==> src/rtl/aud_clk_pkg.sv <==
package aud_clk_pkg;

    typedef enum logic [1:0] {
        MSRC_DIV = 2'd0,
        MSRC_BYP = 2'd1,
        MSRC_PIN = 2'd2
    } msrc_e;

    typedef struct packed {
        logic ext_prev;
        logic mclk;
        logic mclk_en;
        logic mclk_pol;
        logic bclk;
        logic bclk_en;
        logic bclk_pol;
    } chain_st_t;

endpackage

==> src/rtl/aud_cnt_div.sv <==
module aud_cnt_div #(
    parameter int W = 8
) (
    input  logic         clk,
    input  logic         rst,
    input  logic         adv_i,
    input  logic [W-1:0] load_i,
    output logic         tc_o
);

    typedef struct packed {
        logic [W-1:0] cnt;
    } div_st_t;

    div_st_t st_d, st_q;

    // Down-counter: fires when it is advanced at zero, then reloads from load_i.
    always_comb begin
        st_d = st_q;
        tc_o = adv_i && (st_q.cnt == '0);
        if (adv_i) begin
            if (tc_o) begin
                st_d.cnt = load_i;
            end else begin
                st_d.cnt = st_q.cnt - W'(1);
            end
        end
    end

    always_ff @(posedge clk) begin
        if (rst) begin
            st_q <= '0;
        end else begin
            st_q <= st_d;
        end
    end

    AST_RELOAD_TAKES_LOAD: assert property (@(posedge clk) disable iff (rst)
        tc_o |=> (st_q.cnt == $past(load_i)));

    AST_IDLE_HOLDS: assert property (@(posedge clk) disable iff (rst)
        !adv_i |=> $stable(st_q.cnt));

endmodule

==> src/rtl/aud_clk_chain.sv <==
module aud_clk_chain
    import aud_clk_pkg::*;
#(
    parameter int MOD_W  = 8,
    parameter int FINE_W = 4,
    parameter int PRE_W  = 3
) (
    input  logic              clk,
    input  logic              rst,
    input  logic              src_ext_i,
    input  logic              ext_clk_i,
    input  logic              mck_drive_i,
    input  logic              mck_pin_i,
    input  logic              byp_i,
    input  logic              pre_div_i,
    input  logic [MOD_W-1:0]  mod_i,
    input  logic [FINE_W-1:0] fine_i,
    input  logic              mck_inv_i,
    input  logic              bck_inv_i,
    output logic              mclk_en_o,
    output logic              mclk_o,
    output logic              mclk_pol_o,
    output logic              bclk_en_o,
    output logic              bclk_o,
    output logic              bclk_pol_o
);

    localparam logic [PRE_W-1:0] PRE_LOAD = PRE_W'((1 << PRE_W) - 1);

    chain_st_t st_d, st_q;
    msrc_e     msrc;
    logic      ext_rise;
    logic      src_tick;
    logic      pre_adv;
    logic      pre_tc;
    logic      mod_tc;
    logic      half_evt;
    logic      fine_tc;
    logic [PRE_W-1:0] pre_load;

    // Source and mode selection (combinational, feeds the counters)
    always_comb begin
        if (!mck_drive_i) begin
            msrc = MSRC_PIN;
        end else if (byp_i && src_ext_i) begin
            msrc = MSRC_BYP;
        end else begin
            msrc = MSRC_DIV;
        end
        ext_rise = ext_clk_i && !st_q.ext_prev;
        src_tick = src_ext_i ? ext_rise : 1'b1;
        pre_adv  = (msrc == MSRC_DIV) && src_tick;
        pre_load = pre_div_i ? PRE_LOAD : '0;
    end

    aud_cnt_div #(.W(PRE_W)) u_pre (
        .clk    (clk),
        .rst    (rst),
        .adv_i  (pre_adv),
        .load_i (pre_load),
        .tc_o   (pre_tc)
    );

    aud_cnt_div #(.W(MOD_W)) u_mod (
        .clk    (clk),
        .rst    (rst),
        .adv_i  (pre_tc),
        .load_i (mod_i),
        .tc_o   (mod_tc)
    );

    // Next master level and the half-period event that drives the fine stage
    always_comb begin
        st_d          = st_q;
        st_d.ext_prev = ext_clk_i;
        unique case (msrc)
            MSRC_PIN: st_d.mclk = mck_pin_i;
            MSRC_BYP: st_d.mclk = ext_clk_i;
            default:  st_d.mclk = st_q.mclk ^ mod_tc;
        endcase
        half_evt = st_d.mclk ^ st_q.mclk;
    end

    aud_cnt_div #(.W(FINE_W)) u_fine (
        .clk    (clk),
        .rst    (rst),
        .adv_i  (half_evt),
        .load_i (fine_i),
        .tc_o   (fine_tc)
    );

    logic [6:0] unused_st;
    assign unused_st = {st_q.mclk_en, st_q.mclk_pol, st_q.bclk_en, st_q.bclk_pol, 3'b000};

    chain_st_t st_n;
    always_comb begin
        st_n          = st_d;
        st_n.bclk     = st_q.bclk ^ fine_tc;
        st_n.mclk_en  = st_d.mclk && !st_q.mclk;
        st_n.bclk_en  = st_n.bclk && !st_q.bclk;
        st_n.mclk_pol = st_d.mclk ^ mck_inv_i;
        st_n.bclk_pol = st_n.bclk ^ bck_inv_i;
    end

    always_ff @(posedge clk) begin
        if (rst) begin
            st_q <= '0;
        end else begin
            st_q <= st_n;
        end
    end

    assign mclk_o     = st_q.mclk;
    assign mclk_en_o  = st_q.mclk_en;
    assign mclk_pol_o = st_q.mclk_pol;
    assign bclk_o     = st_q.bclk;
    assign bclk_en_o  = st_q.bclk_en;
    assign bclk_pol_o = st_q.bclk_pol;

    AST_MEN_ON_RISE: assert property (@(posedge clk) disable iff (rst)
        mclk_en_o |-> (mclk_o && !$past(mclk_o)));

    AST_BEN_ON_RISE: assert property (@(posedge clk) disable iff (rst)
        bclk_en_o |-> (bclk_o && !$past(bclk_o)));

    AST_BEDGE_WITH_MEDGE: assert property (@(posedge clk) disable iff (rst)
        !$stable(bclk_o) |-> !$stable(mclk_o));

    AST_PIN_FOLLOW: assert property (@(posedge clk) disable iff (rst)
        !mck_drive_i |=> (mclk_o == $past(mck_pin_i)));

    AST_MPOL_COPY: assert property (@(posedge clk) disable iff (rst)
        1'b1 |=> (mclk_pol_o == (mclk_o ^ $past(mck_inv_i))));

    AST_BPOL_COPY: assert property (@(posedge clk) disable iff (rst)
        1'b1 |=> (bclk_pol_o == (bclk_o ^ $past(bck_inv_i))));

    AST_BYP_FOLLOW: assert property (@(posedge clk) disable iff (rst)
        (mck_drive_i && byp_i && src_ext_i) |=> (mclk_o == $past(ext_clk_i)));

endmodule

==> config.mk <==
export PLATFORM = sky130hd
export DESIGN_NAME = aud_clk_chain
export DESIGN_NICKNAME = d
export VERILOG_FILES = /design/src/rtl/aud_clk_pkg.sv /design/src/rtl/aud_cnt_div.sv /design/src/rtl/aud_clk_chain.sv
export SDC_FILE = /design/constraint.sdc
export NUM_CORES = 1
export LEC_CHECK = 0
export BUFFER_PORTS_ARGS = -buffer_cell sky130_fd_sc_hd__buf_2
export CAP_MARGIN = 20
export CORE_UTILIZATION = 40
export CTS_CLUSTER_DIAMETER = 200
export DETAILED_ROUTE_END_ITERATION = 6
export GPL_TIMING_DRIVEN = 0
export PLACE_DENSITY = 0.69
export SYNTH_ARGS = -nofsm -noshare
export SYNTH_HDL_FRONTEND = slang
export SYNTH_SLANG_ARGS = --single-unit
==> constraint.sdc <==
create_clock -name clk -period 4.09 [get_ports clk]
set_input_delay 0.818 -clock clk [delete_from_list [all_inputs] [get_ports clk]]
set_output_delay 0.818 -clock clk [all_outputs]
set_load 0.01 [all_outputs]
==> flow_summary_export.csv <==
group,metric,value,unit
clock_network,clock-sinks,22,
logic_synthesis,syn-num-nets,173,
logic_synthesis,ys.flop_type,"dfxtp_1",
critical_path,critPathCaptureType,"flop",
timing,rsz0062_at_grt,"false",
floorplanning,die-area,0.00331,mm^2
logic_synthesis,synth_edf_count,0,
timing,worstMarginPinSlew,711,ps
logic_synthesis,synth_cells,143,
grt,grt_overflow,0,
clock_network,cts_buffer_depth,2,
critical_path,critPathRequiredTime,4270,ps
power_and_ir_drop,power.leakage,0.609,nW
timing,finalSetupViolCount,0,
logic_synthesis,syn_area_per_cell,8.62,um^2
logic_synthesis,netlist_area,0.00123,mm^2
run_status,violations,"DRC",
logic_synthesis,ys_seq_area_frac,0.357,
power_and_ir_drop,peakVddDrop,0.335,mV
worst_hold_path,min_path_type,"reg2reg",
logic_synthesis,yosysUniqueCellTypes,41,
clock_network,tritoncts,"built",
run_status,outcome,"complete, but fails checks",
floorplanning,die_height,57.5,um
layout,n_antenna_cell,0,
grt,grt_pass1_vias,1080,
floorplanning,top_level_ports,28,
logic_synthesis,synth_top_cell_area_share,0.357,
route,drtAntennaViolNets,0,
placed_design,pre_cts_ws,304,ps
critical_path,crit_fanout,9,
clock_network,cts_max_level,1,
critical_path,worstPathCellList,"inv_1, ha_1, nor4b_4, o2111ai_1, xnor2_1, a21oi_1, ha_1, clkbuf_1, nor4b_2, ha_1, xor2_1, nor2_1",
timing,tns,0,ps
timing,relSlewSlack,0.522,
critical_path,worst_path_most_repeated_cell,"ha_1",
timing,hold_viol_final,0,
route,routedWlPerCell,12.5,um
floorplanning,core,0.00283,mm^2
timing,fin_crit_sh,0.878,
critical_path,critPathMaxStageDelay,630,ps
route,first_pass_iters,6,
critical_path,worstSetupPathType,"reg2reg",
placed_design,place_congestion,0.795,
critical_path,cp_num_buf_inv,2,
clock_network,cts.repair.resized,0,
layout,drive_gt1_frac,0.231,
floorplanning,fp-row-count,19,
grt,grt_pass1_wl,4380,um
logic_synthesis,yosysWarnings,0,
clock_network,cts_made_buffers,3,
critical_path,setup.worst_path.start_class,"flop",
clock_network,clkTransAtPathRegs,120,ps
floorplanning,die_w,57.5,um
critical_path,crit_slowest_cell,"nor4b_2",
critical_path,cp_top_family,"simple AND/OR/NAND/NOR gates",
placed_design,dp_hpwl,1970,um
logic_synthesis,ys_ff_latch,22,
logic_synthesis,synth.area.top_cells,"dfxtp_1, ha_1, a21oi_1, nor2b_1, nand2_1",
timing,skew,3.91,ps
layout,layoutNonFillerInstCount,204,
placed_design,placed_cells,201,
critical_path,cp.arrival,3780,ps
floorplanning,start_util,0.436,
layout,fin_nets,205,
route,wirelength,2560,um
clock_network,cts_setup_buffers,0,
route,vias_per_cell,5.37,
power_and_ir_drop,powerDensity,522,mW/mm^2
timing,setup_slack,499,ps
timing,clock.fmax,279,MHz
logic_synthesis,synth_common_cells,"dfxtp_1, a21oi_1, nand2_1, nor2_1, inv_1",
route,drc,2,
grt,grt_max_degree,12,
logic_synthesis,async_flop_share,0,
route,drt-initial-drc-count,28,
clock_network,worstSkewPairLatency,310,ps
clock_network,root_buffer,"clkbuf_4",
grt,track_usage,0.171,
logic_synthesis,synth_top_cell_by_area,"dfxtp_1",
placed_design,port-buffer-count,27,
layout,syn2layout_area_growth,15.9,%
clock_network,cts_hold_buffers,0,
critical_path,reg2reg_setup_slack,500,ps
grt,grt_antenna_before_repair,0,
logic_synthesis,yosysMostFrequentCell,"dfxtp_1",
timing,holdWs,493,ps
route,vias,1095,
timing,report.final.slew_viol_count,0,
timing,fin_crit,3590,ps
run,max_cap_violations,0,
-- layout by cell type, fill, tap and decap left out, types with 2 or more instances in the layout --
cell type and n:
a31oi_1 2, clkbuf_4 3, o211ai_1 2, nor2_1 11, nor3b_1 2, a21oi_1 14, dfxtp_1 22, nand2_1 13
buf_2 27, o21a_1 2, a311oi_1 2, nor3_1 2, clkbuf_1 4, nand2b_1 3, o21ai_0 9, inv_1 10
ha_1 8, mux2_2 4, a22oi_1 2, nor2b_1 8
-- power by group --
part	total, W	internal [W]	switching [W]
clock	0.0000980	0.0000344	0.0000636
combinational	0.000348	0.000166	0.000181
sequential	0.000300	0.000260	0.0000399
total	0.000745	0.000461	0.000285
-- cells by family (layout without fill, tap and decap cells) --
| group | count (synthesis) | in the layout | share of synthesized area |
|---|---|---|---|
| flops | 22 | 22 | 0.357 |
| mux | 5 | 5 | 0.0487 |
| xor+xnor | 2 | 2 | 0.0142 |
| compound gates | 42 | 42 | 0.216 |
| fa+ha+maj | 8 | 8 | 0.0812 |
| simple gates | 50 | 50 | 0.240 |
| buf+inv | 14 | 44 | 0.0426 |
-- path summary, 6_finish.rpt --
kind,end,depth (start not counted),start
setup / recovery,bclk_pol_o,12,u_mod.st_q[0]
hold / removal,u_pre.st_q[0],1,u_pre.st_q[0]
setup reg to reg,bclk_pol_o,12,u_mod.st_q[0]
hold reg to reg,u_pre.st_q[0],1,u_pre.st_q[0]
-- sequential cells by signal (all words and copies together) (netlist names) --
signal	cells
st_q	1
u_pre.st_q	3
bclk_en_o	1
mclk_o	1
bclk_o	1
bclk_pol_o	1
u_fine.st_q	4
mclk_en_o	1
mclk_pol_o	1
u_mod.st_q	8
-- stage by stage --
stage / power [W] / utilization / instance area (um^2)
2_1_floorplan: 0.000567 / - / 1230
3_3_place_gp: 0.000634 / 0.497 / 1410
3_5_place_dp: 0.000652 / 0.497 / 1410
4_1_cts: 0.000751 / 0.505 / 1430
5_1_grt: 0.000813 / 0.505 / 1430
6_report: 0.000745 / 0.505 / 1430
-- metal layers --
layer  track usage  share of wire
met4        0.0557         0.0074
met1         0.192           0.46
met2         0.307           0.49
met3        0.0522          0.041
met5             0              0
-- worst reg2reg max path: stages (launching register included) --
cell and delay, ps:
dfxtp_1 360, inv_1 110, ha_1 170, nor4b_4 440, o2111ai_1 220, xnor2_1 170
a21oi_1 290, ha_1 290, clkbuf_1 200, nor4b_2 630, ha_1 370, xor2_1 160
nor2_1 60
-- final cells by class --
type | instances | area [um^2]
well taps | 31 | 38.8
fillers | 286 | 1400
repair buffers | 27 | 135
plain buffers | 4 | 15.0
inverters | 10 | 37.5
flip-flops and latches | 22 | 440
multi-input cells | 107 | 739
clock buffers | 3 | 22.5
No activity file was read; power rests on OpenSTA's default activity.
